<file path="src/rtl/pin_change_irq.sv">
module pin_change_irq #(
  parameter int WIDTH = 8
) (
  input  logic             clk,
  input  logic             rst_n,
  input  logic [WIDTH-1:0] pin_lvl,
  input  logic [WIDTH-1:0] dir_in,
  input  logic             snap_rd,
  output logic             irq_pull_low,
  output logic [WIDTH-1:0] snap_q
);

  logic [WIDTH-1:0] diff_in;

  always_ff @(posedge clk) begin
    if (!rst_n || snap_rd) snap_q <= pin_lvl;
  end

  assign diff_in      = (pin_lvl ^ snap_q) & dir_in;
  assign irq_pull_low = rst_n && (|diff_in);

  a_r4_capture: assert property (@(posedge clk) disable iff (!rst_n)
    snap_rd |=> (snap_q == $past(pin_lvl)));

  a_r7_hold: assert property (@(posedge clk) disable iff (!rst_n)
    !snap_rd |=> $stable(snap_q));

  a_r5_outputs_quiet: assert property (@(posedge clk) disable iff (!rst_n)
    (dir_in == '0) |-> !irq_pull_low);

  a_r3_clear_after_read: assert property (@(posedge clk) disable iff (!rst_n)
    ($past(snap_rd) && $stable(pin_lvl)) |-> !irq_pull_low);

  a_r8_reset_quiet: assert property (@(posedge clk)
    !rst_n |-> !irq_pull_low);

endmodule

</file>
<file path="config.mk">
export PLATFORM = sky130hd
export DESIGN_NAME = pin_change_irq
export DESIGN_NICKNAME = d
export VERILOG_FILES = /design/src/rtl/pin_change_irq.sv
export SDC_FILE = /design/constraint.sdc
export NUM_CORES = 1
export LEC_CHECK = 0
export BUFFER_PORTS_ARGS = -buffer_cell sky130_fd_sc_hd__buf_2
export CAP_MARGIN = 10
export CORE_AREA = 2 2 39 41
export CTS_BUF_LIST = sky130_fd_sc_hd__clkbuf_8
export DETAILED_ROUTE_END_ITERATION = 7
export DIE_AREA = 0 0 41 43
export MAX_ROUTING_LAYER = met4
export PLACE_DENSITY_LB_ADDON = 0.25
export SYNTH_ARGS = -nofsm -noshare
export SYNTH_HDL_FRONTEND = slang
export SYNTH_SLANG_ARGS = --single-unit
</file>
<file path="constraint.sdc">
create_clock -name clk -period 1.1 [get_ports clk]
set_input_delay 0.055 -clock clk [delete_from_list [all_inputs] [get_ports clk]]
set_output_delay 0.055 -clock clk [all_outputs]
set_load 0.1 [all_outputs]
</file>
After elaboration in Yosys (flattened, before gate mapping)
Index checks and enable logic that the tools add are counted.
{"block": "totals", "latchBits": 0, "in_bits": 19, "ram_bits": 0, "romBits": 0, "ff_bits": 8, "memories": 0, "word_cells": 7}
{"block": "classes", "multipliers": 0, "n_div": 0, "reduce_logical": 4, "n_addsub": 0, "shifts": 0, "bitwise_logic": 2, "n_lt_le_gt_ge": 0, "mux": 0, "n_eq_ne": 0}
{"op": "8-bit bitwise AND", "count": 1}
{"op": "8-bit OR reduction", "count": 1}
{"op": "8-bit XOR", "count": 1}
{"op": "1-bit logical AND", "count": 1}
{"op": "1-bit zero test", "count": 1}
{"op": "1-bit logical OR", "count": 1}

Logic depth before layout (Yosys ltp)
{"block": "depth", "depth_word": 4, "depth_mapped": 3, "mapped_depth_nobuf": 3}

Worst setup path before layout
OpenSTA, ideal clock, no wires.
{"block": "synth_timing", "kind": "register to output", "startpoint": "register snap_q[0]", "endpoint": "output port irq_pull_low", "required_time_ns": 1.045, "n_path_buf": 0, "path_slack_ns": -1.877, "path_stages_with_launch": 4, "arrival_time_ns": 2.922, "cell_sequence": "edfxtp_1 xor2_1 a22oi_1 a41oi_1"}
{"block": "synth_between", "elab_chain_cells": 4}
{"element": "from (decl)", "line_no": "10", "text": "output logic [WIDTH-1:0] snap_q"}
{"element": "from (signal assigned)", "line_no": "16", "text": "if (!rst_n || snap_rd) snap_q <= pin_lvl;"}
{"element": "8-bit XOR", "line_no": "19", "text": "assign diff_in = (pin_lvl ^ snap_q) & dir_in;"}
{"element": "8-bit bitwise AND", "line_no": "19"}
{"element": "8-bit OR reduction", "line_no": "20", "text": "assign irq_pull_low = rst_n && (|diff_in);"}
{"element": "1-bit logical AND", "line_no": "20"}
{"element": "to (decl)", "line_no": "9", "text": "output logic irq_pull_low,"}
Every way passes these cells.

Final worst setup path
Same ends and word-level chain as after synthesis.

==> impl_metrics.py <==
metrics = {
    "status": {
        "status": "finished with violations",
        "failed_checks": "setup timing",
    },
    "cells_and_area": {
        "nNetsFinal": 82,
        "area_growth_pct": 120,
        "final_common_cell": "buf_2",
        "largest_reg_flops": 8,
        "largest_registers": "snap_q (8)",
        "top_register": "snap_q",
        "n_antenna_cell": 0,
        "final_cell_mix": "buf_2, buf_12, xor2_1, buf_4, edfxtp_1",
        "drive_above_1_share": 0.705,
        "fillCellCount": 117,
    },
    "synthesis": {
        "synth_nets": 42,
        "synth_seq_cells": 8,
        "avgSynthCellArea_um2": 15.6,
        "synth_xor_area_frac": 0.195,
        "synthAdderAreaFrac": 0,
        "synthMuxAreaShare": 0,
        "synthSimpleGateAreaFrac": 0.0174,
        "yosys.cell_types.count": 6,
        "yosys_warnings": 0,
        "syn_inst": 23,
        "synth_top_family_by_area": "XOR/XNOR gates",
        "ys_seq_area_frac": 0.669,
        "synth-compound-area-share": 0.108,
        "netlist_area_um2": 359,
    },
    "timing": {
        "setup_slack_ns": -0.313,
        "finalSetupViolations": 1,
        "max_freq_mhz": 708,
        "worstMarginPinSlew_ns": 0.355,
        "slew_headroom": 0.763,
        "period_needed_ns": 1.41,
        "finalMaxSlewViolations": 0,
        "hold_viol": 0,
        "finalCritPeriodShare": 1.28,
        "rsz0062_at_grt": "yes",
    },
    "critical_path": {
        "cp_max_fo": 2,
        "critPathLaunchType": "register",
        "critical-path-top-delay-family": "flip-flops",
        "cpPeakStageDelay_ns": 0.39,
        "cp_slowest_cell": "edfxtp_1",
        "critPathCaptureType": "output pin",
        "worstPathCellList": "xor2_1, a22oi_2, a41oi_4, buf_12",
        "crit_type": "reg -> out",
        "crit_buf_inv": 1,
        "cp.arrival_ns": 1.36,
        "worstPathRequired_ns": 1.04,
    },
    "die": {
        "dieArea_um2": 1760,
        "start_util": 0.259,
        "die_w_um": 41,
        "die_y_um": 43,
        "core_um2": 1380,
        "row_count": 14,
        "io_pins": 28,
    },
    "global_routing": {
        "gr-total-overflow": 0,
        "grt_pass1_wl_mm": 1.19,
        "grt_pass1_vias": 313,
        "grt_max_degree": 9,
        "grt_antenna_before_repair": 0,
        "gr-usage-all-layers": 0.109,
    },
    "placed_design": {
        "gp_congestion": 0.596,
        "place_ws_ns": -0.168,
        "port_buffers": 27,
    },
    "power": {
        "vdd_ir_drop_max_mv": 1.05,
        "p_leak_nw": 0.353,
        "fin_total_pwr_mw": 1.25,
        "p_per_area_nw_per_um2": 1590,
    },
    "detailed_routing": {
        "top_layer": "met3",
        "drt-initial-drc-count": 2,
        "drt_pass1_iterations": 2,
        "wl_met2_um": 344,
        "ant_nets": 0,
        "wl_met1_um": 302,
        "met3_length_um": 92,
        "wl_per_cell_um": 9.60,
        "drc": 0,
        "via_per_inst": 4.22,
        "via_count": 325,
        "drt-total-wl_um": 739,
    },
    "hold_path": {
        "min_path_type": "in -> reg",
        "hold_end": "snap_q[2]",
        "hold_path.startpoint": "pin_lvl[2]",
        "whs_path_depth": 1,
    },
    "clocking": {
        "cts.sinks": 8,
        "clockBufferDepth": 2,
        "path_clk_slew_ns": 0.04,
        "htreeDepth": 1,
        "cts_tree": "built",
        "cts_hold_buf": 0,
        "numCtsBuffers": 3,
        "clock-root-buffer": "clkbuf_8",
    },
    "job": {
        "max_cap_violations": 0,
    },
}
[how the worst max path moves through the flow]
| stage | from | end | slack (ns) | cells past startpoint |
|---|---|---|---|---|
| 6_report | snap_q[0] | irq_pull_low | -0.31 | 4 |
| 5_1_grt | snap_q[0] | irq_pull_low | -0.38 | 4 |
| 4_1_cts | snap_q[0] | irq_pull_low | -0.33 | 4 |
| 3_5_place_dp | snap_q[5] | irq_pull_low | -0.17 | 4 |
| 3_3_place_gp | snap_q[0] | irq_pull_low | -0.16 | 4 |
| 2_1_floorplan | snap_q[3] | irq_pull_low | -0.92 | 3 |
[metal layers]
metal	track usage	up-vias
met1	0.121	141
met3	0.0628	0
li1	-	163
met2	0.150	21
met5	-	-
met4	0.0600	0
[power by group]
| part | internal [mW] | total [mW] | switching, mW | leakage, nW |
|---|---|---|---|---|
| combinational | 0.211 | 0.529 | 0.318 | 0.250 |
| clock | 0.236 | 0.338 | 0.102 | 0.0216 |
| sequential | 0.370 | 0.388 | 0.0178 | 0.0815 |
[cells in the mapped netlist, drive strengths merged]
cell type,n,share of area
edfxtp,8,0.67
xor2,8,0.20
a41oi,1,0.024
a22oi,4,0.084
nand2b,1,0.017
inv,1,0.010
[final cells by class]
cell class	count	area [um2]	area share
clock buffers	3	41.3	0.0523
inverters	1	3.75	0.00475
multi-input cells	14	154	0.195
well taps	16	20.0	0.0254
flip-flops and latches	8	240	0.304
repair buffers	35	330	0.418
[cell families after synthesis]
logic type / Yosys count
XOR/XNOR: 8
buffers and inverters: 1
AO/OA/AOI/OAI: 5
flip-flops: 8
AND/OR/NAND/NOR: 1
[per-stage QoR]
stage | TNS (ns) | util | area, um2 | hold WS (ns) | std cells
2_1_floorplan | -0.918 | - | 378 | 0.154 | 23
3_5_place_dp | -0.168 | 0.526 | 728 | 0.259 | 74
5_1_grt | -0.379 | 0.571 | 790 | 0.0207 | 77
3_3_place_gp | -0.163 | 0.526 | 728 | 0.258 | 74
6_report | -0.313 | 0.571 | 790 | 0.0305 | 77
4_1_cts | -0.325 | 0.576 | 797 | 0.0284 | 78
[timing repair]
item / in CTS / in global routing
hold endpoints to repair: 0 / 0
setup buffers: 1 / 0
endpoints found under the setup margin: 1 / 2
pin swaps: 7 / 3
resized for setup: 4 / 0
gates cloned: 0 / 0
Power figures use the tool's default switching activity.
